## src/rtl/qec_pkg.sv

```systemverilog
package qec_pkg;
  localparam int unsigned LANES = 8;

  localparam logic [1:0] ADDR_CFG = 2'd0;
  localparam logic [1:0] ADDR_CNT = 2'd1;
  localparam logic [1:0] ADDR_STS = 2'd2;

  typedef struct packed {
    logic [7:0] thr;
    logic       en;
    logic       inv;
    logic       irq_en;
    logic       edge_md;
    logic       os_en;
    logic       usr_en;
    logic [7:0] umask;
    logic [7:0] code;
  } cfg_t;

  localparam int unsigned CFG_W = $bits(cfg_t);
endpackage

```

## src/rtl/qec_sum.sv

```systemverilog
module qec_sum #(
  parameter int unsigned NUM_EVT = 4,
  parameter int unsigned SUB_W   = 2,
  parameter int unsigned SUM_W   = SUB_W + 3
) (
  input  logic [NUM_EVT*qec_pkg::LANES*SUB_W-1:0] evt_i,
  input  logic [7:0]                              code_i,
  input  logic [7:0]                              umask_i,
  output logic [SUM_W-1:0]                        sum_o
);
  localparam int unsigned LANES = qec_pkg::LANES;

  logic [SUM_W-1:0] grp_sum [NUM_EVT];

  for (genvar g = 0; g < NUM_EVT; g++) begin : g_grp
    always_comb begin
      grp_sum[g] = '0;
      for (int j = 0; j < LANES; j++) begin
        if (umask_i[j])
          grp_sum[g] = grp_sum[g] + SUM_W'(evt_i[(g*LANES+j)*SUB_W +: SUB_W]);
      end
    end
  end

  always_comb begin
    sum_o = '0;
    for (int g = 0; g < NUM_EVT; g++)
      if (code_i == 8'(g)) sum_o = grp_sum[g];
  end
endmodule

```

## src/rtl/qec_qual.sv

```systemverilog
module qec_qual #(
  parameter int unsigned SUM_W = 5
) (
  input  logic             clk_i,
  input  logic             rst_ni,
  input  logic             en_i,
  input  logic             priv_ok_i,
  input  logic [SUM_W-1:0] sum_i,
  input  logic [7:0]       thr_i,
  input  logic             inv_i,
  input  logic             edge_i,
  output logic [SUM_W-1:0] inc_o
);
  localparam int unsigned CMP_W = (SUM_W > 8) ? SUM_W : 8;

  logic ge, cond, qual, prev_q;

  assign ge   = CMP_W'(sum_i) >= CMP_W'(thr_i);
  assign cond = (thr_i != 8'd0) && (inv_i ? !ge : ge);
  assign qual = cond && priv_ok_i;

  always_ff @(posedge clk_i or negedge rst_ni) begin
    if (!rst_ni)    prev_q <= 1'b0;
    else if (!en_i) prev_q <= 1'b0;
    else            prev_q <= qual;
  end

  always_comb begin
    if (!en_i || !priv_ok_i) inc_o = '0;
    else if (thr_i == 8'd0)  inc_o = sum_i;
    else if (edge_i)         inc_o = SUM_W'(qual && !prev_q);
    else                     inc_o = SUM_W'(qual);
  end
endmodule

```

## src/rtl/qec_ctr.sv

```systemverilog
module qec_ctr #(
  parameter int unsigned CNT_W = 48,
  parameter int unsigned SUM_W = 5
) (
  input  logic             clk_i,
  input  logic             rst_ni,
  input  logic             wr_i,
  input  logic [CNT_W-1:0] wdata_i,
  input  logic [SUM_W-1:0] inc_i,
  output logic [CNT_W-1:0] cnt_o,
  output logic             wrap_o
);
  logic [CNT_W:0] nxt;

  assign nxt    = {1'b0, cnt_o} + (CNT_W+1)'(inc_i);
  assign wrap_o = !wr_i && nxt[CNT_W];

  always_ff @(posedge clk_i or negedge rst_ni) begin
    if (!rst_ni)   cnt_o <= '0;
    else if (wr_i) cnt_o <= wdata_i;
    else           cnt_o <= nxt[CNT_W-1:0];
  end
endmodule

```

## src/rtl/qec_core.sv

```systemverilog
module qec_core #(
  parameter int unsigned NUM_EVT = 4,
  parameter int unsigned SUB_W   = 2,
  parameter int unsigned CNT_W   = 48,
  parameter int unsigned DATA_W  = 64
) (
  input  logic                                    clk_i,
  input  logic                                    rst_ni,
  input  logic [NUM_EVT*qec_pkg::LANES*SUB_W-1:0] evt_i,
  input  logic [1:0]                              priv_i,
  input  logic                                    reg_we_i,
  input  logic [1:0]                              reg_addr_i,
  input  logic [DATA_W-1:0]                       reg_wdata_i,
  output logic [DATA_W-1:0]                       reg_rdata_o,
  output logic                                    irq_o
);
  import qec_pkg::*;

  localparam int unsigned SUM_W = SUB_W + $clog2(LANES);

  cfg_t             cfg_q;
  logic             ovf_q;
  logic [CNT_W-1:0] cnt_q;
  logic [SUM_W-1:0] sum, inc;
  logic             cfg_wr, cnt_wr, sts_clr, wrap, priv_ok;

  assign cfg_wr  = reg_we_i && (reg_addr_i == ADDR_CFG);
  assign cnt_wr  = reg_we_i && (reg_addr_i == ADDR_CNT);
  assign sts_clr = reg_we_i && (reg_addr_i == ADDR_STS) && reg_wdata_i[0];
  assign priv_ok = (priv_i == 2'd0) ? cfg_q.os_en : cfg_q.usr_en;

  always_ff @(posedge clk_i or negedge rst_ni) begin
    if (!rst_ni) begin
      cfg_q <= '0;
      ovf_q <= 1'b0;
    end else begin
      if (cfg_wr) cfg_q <= cfg_t'(reg_wdata_i[CFG_W-1:0]);
      // a wrap in the clearing cycle wins
      ovf_q <= wrap || (ovf_q && !sts_clr);
    end
  end

  qec_sum #(.NUM_EVT(NUM_EVT), .SUB_W(SUB_W), .SUM_W(SUM_W)) i_sum (
    .evt_i  (evt_i),
    .code_i (cfg_q.code),
    .umask_i(cfg_q.umask),
    .sum_o  (sum)
  );

  qec_qual #(.SUM_W(SUM_W)) i_qual (
    .clk_i    (clk_i),
    .rst_ni   (rst_ni),
    .en_i     (cfg_q.en),
    .priv_ok_i(priv_ok),
    .sum_i    (sum),
    .thr_i    (cfg_q.thr),
    .inv_i    (cfg_q.inv),
    .edge_i   (cfg_q.edge_md),
    .inc_o    (inc)
  );

  qec_ctr #(.CNT_W(CNT_W), .SUM_W(SUM_W)) i_ctr (
    .clk_i  (clk_i),
    .rst_ni (rst_ni),
    .wr_i   (cnt_wr),
    .wdata_i(reg_wdata_i[CNT_W-1:0]),
    .inc_i  (inc),
    .cnt_o  (cnt_q),
    .wrap_o (wrap)
  );

  always_comb begin
    unique case (reg_addr_i)
      ADDR_CFG: reg_rdata_o = DATA_W'(cfg_q);
      ADDR_CNT: reg_rdata_o = DATA_W'(cnt_q);
      ADDR_STS: reg_rdata_o = DATA_W'(ovf_q);
      default:  reg_rdata_o = '0;
    endcase
  end

  assign irq_o = ovf_q && cfg_q.irq_en;
endmodule

```

## config.mk

```make
export PLATFORM = sky130hd
export DESIGN_NAME = qec_core
export DESIGN_NICKNAME = d
export VERILOG_FILES = /design/src/rtl/qec_pkg.sv /design/src/rtl/qec_sum.sv /design/src/rtl/qec_qual.sv /design/src/rtl/qec_ctr.sv /design/src/rtl/qec_core.sv
export SDC_FILE = /design/constraint.sdc
export NUM_CORES = 1
export LEC_CHECK = 0
export BUFFER_PORTS_ARGS = -buffer_cell sky130_fd_sc_hd__buf_2
export CAP_MARGIN = 20
export CORE_UTILIZATION = 47
export CTS_BUF_LIST = sky130_fd_sc_hd__clkbuf_4 sky130_fd_sc_hd__clkbuf_8
export DETAILED_ROUTE_END_ITERATION = 6
export PLACE_DENSITY = 0.71
export SLEW_MARGIN = 10
export SYNTH_ARGS = -nofsm -noshare
export SYNTH_HDL_FRONTEND = slang
export SYNTH_SLANG_ARGS = --single-unit
```

## constraint.sdc

```tcl
create_clock -name clk_i -period 13.5 [get_ports clk_i]
set_input_delay 0.675 -clock clk_i [delete_from_list [all_inputs] [get_ports clk_i]]
set_output_delay 0.675 -clock clk_i [all_outputs]
set_load 0.02 [all_outputs]
```

==> results of run 1 <==
[per-stage QoR]
stage,hold WS [ps],std cells,area (um^2)
after detailed placement,485.0,1390,9664
after CTS,82.25,1406,9852
final,98.10,1407,9854
after global placement,484.8,1390,9664
after floorplan,379.4,1047,8786
after global routing,81.36,1406,9852
[cells in the mapped netlist (all sizes together), types with 3 or more instances]
| library cell | instances |
|---|---|
| a21oi | 75 |
| inv | 86 |
| nor3b | 6 |
| nor4 | 3 |
| nor3 | 15 |
| a211oi | 7 |
| nand3 | 18 |
| xnor2 | 51 |
| o21bai | 4 |
| mux2i | 56 |
| and2 | 29 |
| clkbuf | 34 |
| buf | 23 |
| nand4 | 8 |
| fa | 29 |
| a31oi | 4 |
| nor2b | 28 |
| mux2 | 52 |
| and3b | 3 |
| nand3b | 6 |
| a22oi | 4 |
| nand2 | 95 |
| xor2 | 37 |
| nor2 | 103 |
| a21o | 21 |
| and3 | 13 |
| dfrtp | 80 |
| and4 | 4 |
| and2b | 4 |
| nand2b | 11 |
| o21ai | 34 |
| ha | 62 |
[sequential cells by signal (all words and copies together) (netlist names)]
signal,cells
i_ctr.cnt_o,48
cfg_q,30
i_qual.prev_q,1
ovf_q,1
[layout by cell type, fill, tap and decap left out, types with 29 or more instances in the layout]
cell type / instances
buf_2: 166
nor2_1: 101
nand2_1: 94
inv_1: 86
dfrtp_1: 80
a21oi_1: 75
ha_1: 62
mux2i_1: 56
mux2_2: 49
xnor2_1: 47
xor2_1: 36
fa_1: 29
[report_power, final]
part	total (mW)	internal [mW]	switching, mW
registers	0.357	0.286	0.0709
logic	0.810	0.378	0.432
clock network	0.169	0.0790	0.0902
[logic make-up (layout without fill, tap and decap cells)]
group | count (synthesis) | after routing
mux | 110 | 110
simple gates | 353 | 353
xor+xnor | 90 | 90
compound gates | 164 | 164
fa+ha+maj | 91 | 91
buf+inv | 143 | 273
flops | 80 | 80
other cells | 1 | 17
[layout make-up]
class	count	share of cell area [%]
inverters	86	3.276
diodes	1	0.02539
flip-flops and latches	80	20.31
clock inverters	4	0.2920
multi-input cells	824	62.76
repair buffers	171	8.812
clock buffers	12	1.612
well taps	229	2.908
[worst paths after layout]
path / slack, ps / startpoint / end / depth (start not counted)
worst max-delay path: 2280 / cfg_q[8]$_DFFE_PN0P_ / i_ctr.cnt_o[47]$_DFF_PN0_ / 48
worst min-delay path: 100 / rst_ni / i_ctr.cnt_o[46]$_DFF_PN0_ / 1
worst max register to register: 2280 / cfg_q[8]$_DFFE_PN0P_ / i_ctr.cnt_o[47]$_DFF_PN0_ / 48
worst min register to register: 530 / cfg_q[17]$_DFFE_PN0P_ / cfg_q[17]$_DFFE_PN0P_ / 1
max in group asynchronous: 12250 / rst_ni / i_ctr.cnt_o[17]$_DFF_PN0_ / 2
min in group clk_i: 530 / cfg_q[17]$_DFFE_PN0P_ / cfg_q[17]$_DFFE_PN0P_ / 1
[per-layer routing]
metal  part of all wire (%)  wire length (um)
met5                  0.065                13
met4                    1.7               341
met3                    4.4               888
met2                     49              9826
met1                     45              9011
==> results.py, run 1 <==
metrics = {
    "setup_path": {
        "cp.arrival_ps": 11430,
        "path_buf_inv": 4,
        "path_max_fanout": 15,
        "cp_top_family": "adder cells",
        "cpPeakStageDelay_ps": 630,
        "crit_top_cell": "fa_1",
        "worst-setup-path-type": "register to register",
        "worst_setup_path_end_kind": "register",
        "required_ps": 13710,
        "cpMaxStageDelayCell": "dfrtp_1",
        "startpoint_type": "register",
    },
    "placement": {
        "pre_cts_slack_ps": 2165,
        "numPortBuffers": 167,
        "place_hpwl_mm": 15.87,
        "gp_congestion": 0.8129,
    },
    "power_and_ir_drop": {
        "ir_drop_v": 0.00007428,
        "p_leak_nw": 4.733,
        "power.density_nw_per_um2": 135.6,
        "report.power.total_mw": 1.336,
    },
    "cells_and_area": {
        "layout-drive-gt1-share_pct": 21.75,
        "syn2layout_area_growth_pct": 12.89,
        "fin_nets": 1398,
        "seq_area_um2": 2002,
        "n_fill_cell": 1728,
        "multi_input_area_um2": 6185,
        "fin_util_pct": 54.49,
    },
    "floorplanning": {
        "fp.dieH_um": 138.3,
        "fp-row-count": 49,
        "io_pins": 200,
        "initial_core_util_pct": 48.27,
        "die_x_um": 138.3,
        "dieArea_um2": 19120,
        "design.core.area_um2": 18090,
    },
    "outcome": {
        "status": "finished, violations left",
        "failed_checks": "design-rule violations",
    },
    "global_routing": {
        "grt_usage_pct": 21.84,
        "grt_overflow_total": 0,
        "grt_use_met2_pct": 39.04,
        "grt_pass1_vias": 7195,
        "gr-usage-met1_pct": 27.84,
        "grt_pass1_wl_mm": 34.01,
        "grt_antenna_before_repair": 1,
        "grt-busiest-layer": "met2",
        "grt_max_degree": 95,
        "gr-usage-met3_pct": 2.667,
    },
    "clock_tree": {
        "cts_max_level": 3,
        "clock-sinks": 80,
        "cts-root-buf": "clkbuf_8",
        "cts_tree": "yes",
        "cts_setup_buffers": 0,
        "clock_latency_ps": 360,
        "cts_resized": 0,
        "path_clk_slew_ps": 90,
        "cts_buffer_depth": 2,
        "cts_hold_buf": 0,
        "cts_buffers": 9,
    },
    "drt": {
        "initialDrtViolationCount": 319,
        "viasPerCell": 5.259,
        "wirelength_mm": 20.08,
        "drc": 32,
        "drtPass1Iterations": 6,
        "wl_per_cell_um": 14.27,
        "num_vias": 7400,
        "ant_nets": 0,
    },
    "synth": {
        "synthCells": 1032,
        "synth.area.top_cells": "dfrtp_1, ha_1, fa_1",
        "synth_ff_type": "dfrtp_1",
        "synth_top_family_by_area": "simple AND/OR/NAND/NOR gates",
        "synth_top_area_share_pct": 22.93,
        "synthSimpleGateAreaFrac_pct": 19.81,
        "synth_compound_area_share_pct": 11.15,
        "ys.warnings.count": 0,
        "ys_seq_area_share_pct": 22.93,
        "synthAdderAreaFrac_pct": 15.54,
        "syn_area_um2": 8730,
        "synthXorXnorAreaFrac_pct": 9.775,
        "postSynthAreaPerCell_um2": 8.459,
        "synth_edf_count": 0,
        "yosysTopAreaCell": "dfrtp_1",
        "ys_types": 63,
        "async_flop_share_pct": 100.0,
        "synthMuxAreaShare_pct": 13.77,
        "ys_ff_latch": 80,
    },
    "timing": {
        "rsz0062_at_grt": "no",
        "setup_viol": 0,
        "period_minus_slack_ps": 11220,
        "fmax_mhz": 89.13,
        "finalHoldViolations": 0,
        "tightest_slew_ps": 980.1,
        "setup_tns_ps": 0,
        "timing.final.ws_setup_ps": 2280,
        "period_share_pct": 83.11,
        "slew_violations": 0,
        "final.setup_skew_ps": 13.04,
        "relSlewSlack_pct": 34.66,
    },
    "flow_run": {
        "cap_violations": 0,
    },
    "min_path": {
        "hold_path.class": "input port to asynchronous set/reset pin",
    },
}
Note: power is estimated with default switching activity, not from simulation.
==> inputs of run 2 (changes only) <==
- PLACE_DENSITY: 0.71 -> 0.74
- clock period: 13.5 -> 9.45 ns (I/O delays scaled with it)
==> run 2 against run 1 <==
The run ends with design-rule violations, negative setup slack left. Utilization is 7.3 points higher. Maximum frequency is 18% higher. Routed wire length is 10% higher. Design area is 13% higher. Via count is 7.6% higher. Sequential cell count stayed put. Die area stayed put. Combinational power is 86% higher. Non-clock buffer count is 96 higher. Sequential share of layout area is 2.4 points lower. Worst setup slack worse by 2300 ps. Critical path type unchanged. Critical endpoint unchanged.
==> results.py, run 2 (same netlist as run 1, synthesis figures left out) <==
metrics = {
    "outcome": {
        "status": "finished, violations left",
        "failed_checks": "design-rule violations, negative setup slack",
    },
    "cells_and_area": {
        "final_cell_count_no_fill": 1502,
        "multi_input_area_um2": 6699,
        "largest_registers": "i_ctr.cnt_o (48), cfg_q (30)",
        "n_fill_cell": 1515,
        "final_common_cell": "buf_2",
        "fin_nets": 1494,
        "largest_register_ffs": 48,
        "insertedDiodeCount": 0,
        "layout-drive-gt1-share_pct": 35.51,
        "syn2layout_area_growth_pct": 28.08,
        "final_cell_mix": "buf_2, nor2_1, buf_4",
        "seq_area_um2": 2003,
        "largest-register": "i_ctr.cnt_o",
    },
    "global_routing": {
        "grt_antenna_before_repair": 1,
        "grt_usage_pct": 22.94,
        "grt_overflow_total": 0,
        "grt_max_degree": 70,
        "gr-usage-met3_pct": 2.979,
        "grt-busiest-layer": "met2",
        "grt_pass1_wl_mm": 35.80,
        "grt_use_met2_pct": 40.71,
        "grt_pass1_vias": 7693,
        "gr-usage-met1_pct": 29.19,
    },
    "setup_path": {
        "cpPeakStageDelay_ps": 520,
        "cpMaxStageDelayCell": "fa_1",
        "worst_setup_path_end_kind": "register",
        "reg2regPathDepth": 50,
        "required_ps": 9680,
        "r2r_start": "cfg_q[8]$_DFFE_PN0P_",
        "startpoint_type": "register",
        "worst-setup-path-type": "register to register",
        "r2r-end": "i_ctr.cnt_o[47]$_DFF_PN0_",
        "path_max_fanout": 8,
        "cp.arrival_ps": 9710,
        "r2r_slack_ps": -30,
        "crit_top_cell": "fa_1",
    },
    "floorplanning": {
        "die_x_um": 138.3,
        "initial_core_util_pct": 48.27,
        "dieArea_um2": 19120,
        "fp.dieH_um": 138.3,
        "fp-row-count": 49,
        "io_pins": 200,
        "design.core.area_um2": 18090,
    },
    "clock_tree": {
        "clock-sinks": 80,
        "cts_buffer_depth": 2,
        "cts_tree": "yes",
        "cts-root-buf": "clkbuf_8",
        "clock_latency_ps": 370,
        "path_clk_slew_ps": 90,
        "cts_max_level": 3,
        "cts_buffers": 9,
    },
    "drt": {
        "ant_nets": 0,
        "wirelength_mm": 22.15,
        "drc": 22,
        "num_vias": 7959,
        "drtPass1Iterations": 7,
        "initialDrtViolationCount": 405,
        "wl_per_cell_um": 14.74,
        "viasPerCell": 5.299,
    },
    "power_and_ir_drop": {
        "power.density_nw_per_um2": 207.3,
        "pwr-share-seq_pct": 22.3,
        "power_frac_comb_pct": 65.3,
        "swShare_pct": 42.01,
        "cellInternalPower_mw": 1.344,
        "switchingPower_mw": 0.9738,
        "pwr-share-clk_pct": 12.4,
        "ir_drop_v": 0.0001437,
        "p_leak_nw": 5.369,
    },
    "min_path": {
        "hold_path.class": "input port to register",
        "hold_path_depth": 3,
        "worstHoldEndpoint": "cfg_q[26]$_DFFE_PN0P_",
        "min_from": "reg_wdata_i[26]",
    },
    "placement": {
        "gp_congestion": 0.8397,
        "dp.cells": 1453,
        "numPortBuffers": 167,
        "place_hpwl_mm": 16.75,
    },
    "timing": {
        "fmax_mhz": 105.5,
        "finalHoldViolations": 0,
        "holdWs_ps": 332.6,
        "slew_violations": 0,
        "tightest_slew_ps": 973.7,
        "timing.final.ws_setup_ps": -27.69,
        "setup_viol": 3,
        "period_share_pct": 100.3,
        "final.setup_skew_ps": 10.35,
        "relSlewSlack_pct": 35.09,
        "period_minus_slack_ps": 9478,
        "rsz0062_at_grt": "yes",
    },
    "flow_run": {
        "cap_violations": 0,
    },
}
## run 2: worst max path at each step
stage | from | end | slack (ps) | cells past startpoint
floorplan | cfg_q[8]$_DFFE_PN0P_ | i_ctr.cnt_o[42]$_DFF_PN0_ | 4 | 49
global placement | evt_i[48] | i_ctr.cnt_o[47]$_DFF_PN0_ | -460 | 49
detailed placement | evt_i[48] | i_ctr.cnt_o[46]$_DFF_PN0_ | -640 | 50
CTS | cfg_q[8]$_DFFE_PN0P_ | i_ctr.cnt_o[46]$_DFF_PN0_ | -50 | 48
global route | cfg_q[8]$_DFFE_PN0P_ | i_ctr.cnt_o[47]$_DFF_PN0_ | -600 | 50
finish | cfg_q[8]$_DFFE_PN0P_ | i_ctr.cnt_o[47]$_DFF_PN0_ | -30 | 50
## run 2: power by group through the flow
| stage | Clock (mW) | Combinational [mW] | Sequential (mW) |
|---|---|---|---|
| 2_1_floorplan | 0 | 0.955 | 0.464 |
| 3_5_place_dp | 0 | 1.31 | 0.513 |
| 3_3_place_gp | 0 | 1.27 | 0.509 |
| 5_1_grt | 0.306 | 1.69 | 0.531 |
| 4_1_cts | 0.292 | 1.42 | 0.510 |
| 6_report | 0.287 | 1.51 | 0.517 |
## run 2: repair_timing
action | 4_1_cts | 5_1_grt
endpoints found under the hold margin | 7 | 0
hold buffers | 1 | 0
endpoints found under the setup margin | 44 | 45
gates resized for setup | 51 | 81
buffers inserted | 23 | 12
pin swaps | 38 | 54
cloned | 0 | 0
## run 2: metrics by stage
step / util [%] / TNS (ps) / setup slack (ps) / power (mW) / area [um^2]
2_1_floorplan: - / 0 / 3.600 / 1.420 / 8822
3_3_place_gp: 56.22 / -10990 / -460.0 / 1.775 / 10170
3_5_place_dp: 56.22 / -17980 / -644.0 / 1.819 / 10170
4_1_cts: 59.45 / -250.4 / -54.15 / 2.219 / 10750
5_1_grt: 61.82 / -20700 / -599.7 / 2.531 / 11180
6_report: 61.82 / -50.34 / -27.69 / 2.318 / 11180
## run 2: worst max-delay path: cells and delay by family (launching register included)
kind                       cells  cell delay [ps]
xor gates and xnor gates       3              450
and+or+nand+nor               17             2200
adders and majority gates     10             3700
muxes                          2              370
DFF                            1              490
buffers and inverters          4              260
AOI/OAI and AO/OA             14             1860
## run 2: area by class of cell
cell class	instances	area share, %
sequential	80	17.92
timing repair buffer	267	14.70
clock buffer	11	1.298
tap	229	2.563
clock inverter	5	0.7162
inverter	86	2.887
multi-input combinational	824	59.92
## run 2: metal layers
layer  share of wire (%)  wire, um  vias to the layer above
met1                  44      9686                     3800
met2                  50     11030                      215
met3                 5.0      1105                       21
met5                   0         0                        -
met4                 1.4       319                        0
li1                    -         -                     3923
==> inputs of run 3 (changes only) <==
- ABC_AREA: not set -> 1
- PLACE_DENSITY: 0.74 -> 0.73
==> run 3 against run 2 <==
The flow finishes with violations (negative setup slack). Design area grew 2.1%. Clock power shrank 13%. Non-clock buffer count grew 3. Maximum frequency shrank 2.6%. Sequential power shrank 11%. Hold slack lost 300 ps. Cell count grew 30%. Clock skew is essentially flat. Die area grew 4.6%. Worst setup slack lost 250 ps. Critical path depth grew 9. Sequential share of layout area shrank 0.37 points. Critical path type unchanged. Critical endpoint is now i_ctr.cnt_o[4]$_DFF_PN0_. Largest cell class unchanged.
==> results.py, run 3 <==
metrics = {
    "outcome": {
        "status": "finished, violations left",
        "failed_checks": "negative setup slack",
    },
    "setup_path": {
        "path_max_fanout": 4,
        "cpPeakStageDelay_ps": 490,
        "reg2regPathDepth": 59,
        "cpMaxStageDelayCell": "fa_1",
        "startpoint_type": "register",
        "worst_setup_path_end_kind": "register",
        "required_ps": 9700,
        "crit_top_cell": "buf_4",
        "worst-setup-path-type": "register to register",
        "cp.arrival_ps": 9970,
    },
    "drt": {
        "wirelength_mm": 27.10,
        "drc": 0,
        "num_vias": 10030,
        "drtPass1Iterations": 5,
        "viasPerCell": 5.145,
        "wl_per_cell_um": 13.91,
        "ant_nets": 0,
        "initialDrtViolationCount": 571,
    },
    "global_routing": {
        "grt_max_degree": 81,
        "grt_usage_pct": 27.23,
        "grt_overflow_total": 0,
        "grt_antenna_before_repair": 1,
        "grt_pass1_wl_mm": 43.69,
        "grt_pass1_vias": 9614,
    },
    "synth": {
        "async_flop_share_pct": 100.0,
        "synthCells": 1442,
        "ys_ff_latch": 80,
        "synth_edf_count": 0,
        "postSynthAreaPerCell_um2": 6.335,
        "synth_ff_type": "dfrtp_1",
        "ys_types": 50,
        "yosysTopAreaCell": "dfrtp_1",
        "ys.warnings.count": 0,
        "synth.area.top_cells": "dfrtp_1, nand2_1, inv_1",
        "post-synth-top-count-cell": "nand2_1",
        "ys_seq_area_share_pct": 21.91,
        "synth_top_area_share_pct": 21.91,
        "synth_common_cells": "nand2_1, inv_1, nor2_1",
        "syn_area_um2": 9135,
    },
    "floorplanning": {
        "io_pins": 200,
        "fp-row-count": 50,
        "fp.dieH_um": 141.4,
        "dieArea_um2": 20000,
        "design.core.area_um2": 18890,
        "die_x_um": 141.4,
        "initial_core_util_pct": 48.35,
    },
    "placement": {
        "place_area_um2": 10560,
        "numPortBuffers": 167,
        "place_hpwl_mm": 20.75,
        "gp_congestion": 0.9105,
    },
    "timing": {
        "period_share_pct": 102.9,
        "period_minus_slack_ps": 9728,
        "finalHoldViolations": 0,
        "tightest_slew_ps": 1033,
        "slew_violations": 0,
        "setup_viol": 15,
        "final.setup_skew_ps": 10.38,
        "rsz0062_at_grt": "yes",
        "relSlewSlack_pct": 30.88,
        "timing.final.ws_setup_ps": -278.5,
        "fmax_mhz": 102.8,
    },
    "cells_and_area": {
        "largest_registers": "i_ctr.cnt_o (48), cfg_q (30)",
        "final_common_cell": "nand2_1",
        "fin_nets": 1910,
        "n_fill_cell": 1838,
        "largest-register": "i_ctr.cnt_o",
        "layout-drive-gt1-share_pct": 23.68,
        "fin_area_um2": 11410,
        "multi_input_area_um2": 6250,
        "syn2layout_area_growth_pct": 24.96,
        "seq_area_um2": 2003,
        "insertedDiodeCount": 0,
        "final_cell_mix": "nand2_1, inv_1, buf_2",
        "largest_register_ffs": 48,
    },
    "min_path": {
        "hold_path.class": "input port to asynchronous set/reset pin",
    },
    "clock_tree": {
        "clock-sinks": 80,
        "cts_hold_buf": 0,
        "cts_buffers": 9,
        "clock_latency_ps": 380,
        "cts_tree": "yes",
        "path_clk_slew_ps": 100,
        "cts_max_level": 3,
        "cts-root-buf": "clkbuf_8",
        "cts_buffer_depth": 2,
    },
    "flow_run": {
        "cap_violations": 0,
    },
    "power_and_ir_drop": {
        "ir_drop_v": 0.00009057,
        "power.density_nw_per_um2": 161.3,
        "report.power.total_mw": 1.841,
        "p_leak_nw": 6.326,
    },
}
-- run 3: cell types whose count changed after synthesis, moves of 28 or more --
cell     before  now
nor2_1      102  137
mux2_2       49    1
a21oi_1      75   39
nand3_1      18   80
inv_1        86  254
nand2_1      95  427
nor2b_1      28    0
o21ai_0      28   91
xnor2_1      47    8
mux2i_1      56    0
-- run 3: worst paths after layout --
kind	from	end	slack, ps
min in group clk_i	reg_wdata_i[40]	i_ctr.cnt_o[40]$_DFF_PN0_	280
min	rst_ni	cfg_q[2]$_DFFE_PN0P_	30
max reg2reg	cfg_q[8]$_DFFE_PN0P_	i_ctr.cnt_o[4]$_DFF_PN0_	-280
max	cfg_q[8]$_DFFE_PN0P_	i_ctr.cnt_o[4]$_DFF_PN0_	-280
max in group asynchronous	rst_ni	cfg_q[8]$_DFFE_PN0P_	8780
min reg2reg	cfg_q[17]$_DFFE_PN0P_	cfg_q[17]$_DFFE_PN0P_	500
-- run 3: layout make-up --
cell class | instances | area share (%)
timing repair buffer | 270 | 14.59
clock inverter | 6 | 0.4385
multi-input combinational | 1061 | 54.75
clock buffer | 10 | 1.206
inverter | 262 | 8.616
tap | 260 | 2.850
sequential | 80 | 17.55
-- run 3: worst max-delay path, delay by kind of cell (launching register included) --
kind / cells / cell delay [ps]
and+or+nand+nor: 15 / 1750
AOI/OAI and AO/OA: 10 / 1240
adders and majority gates: 10 / 3500
DFF: 1 / 470
xor gates and xnor gates: 1 / 190
buffers and inverters: 23 / 2450
-- run 3: timing repair --
item	4_1_cts	5_1_grt
pin swaps	42	21
endpoints found under the setup margin	34	43
endpoints found under the hold margin	0	0
resized for setup	25	61
buffers inserted	35	14
-- run 3: through the flow --
stage / utilization, % / setup WS, ps / hold slack, ps / setup TNS, ps / instances
2_1_floorplan: - / 19.42 / 176.9 / 0 / 1457
3_3_place_gp: 55.87 / -417.5 / 468.3 / -6003 / 1886
3_5_place_dp: 55.87 / -713.5 / 472.9 / -14890 / 1886
4_1_cts: 58.66 / -139.6 / 277.1 / -750.3 / 1937
5_1_grt: 60.42 / -829.5 / 57.24 / -20930 / 1949
6_report: 60.42 / -278.5 / 28.19 / -2428 / 1949
-- run 3: logic make-up after synthesis --
logic type | Yosys count | synth area share, %
buffers and inverters | 316 | 13.96
AND/OR/NAND/NOR | 726 | 33.69
flip-flops | 80 | 21.91
XOR/XNOR | 46 | 4.575
adder cells (fa/ha/maj) | 91 | 14.85
other | 1 | 0.04105
AO/OA/AOI/OAI | 181 | 10.85
multiplexers | 1 | 0.1233
-- run 3: routing by layer --
metal  up-vias  routed length [um]  global-route usage [%]
li1       4974                   -                       -
met1      4641               10680                   32.47
met2       325               13700                   49.22
met3        86                1745                   3.611
met4         2                 964                   11.38
met5         -                  12                       0
-- run 3: power by group --
part / switching [mW] / internal [mW]
registers: 0.0622 / 0.399
clock network: 0.146 / 0.106
logic: 0.670 / 0.459
total: 0.878 / 0.963
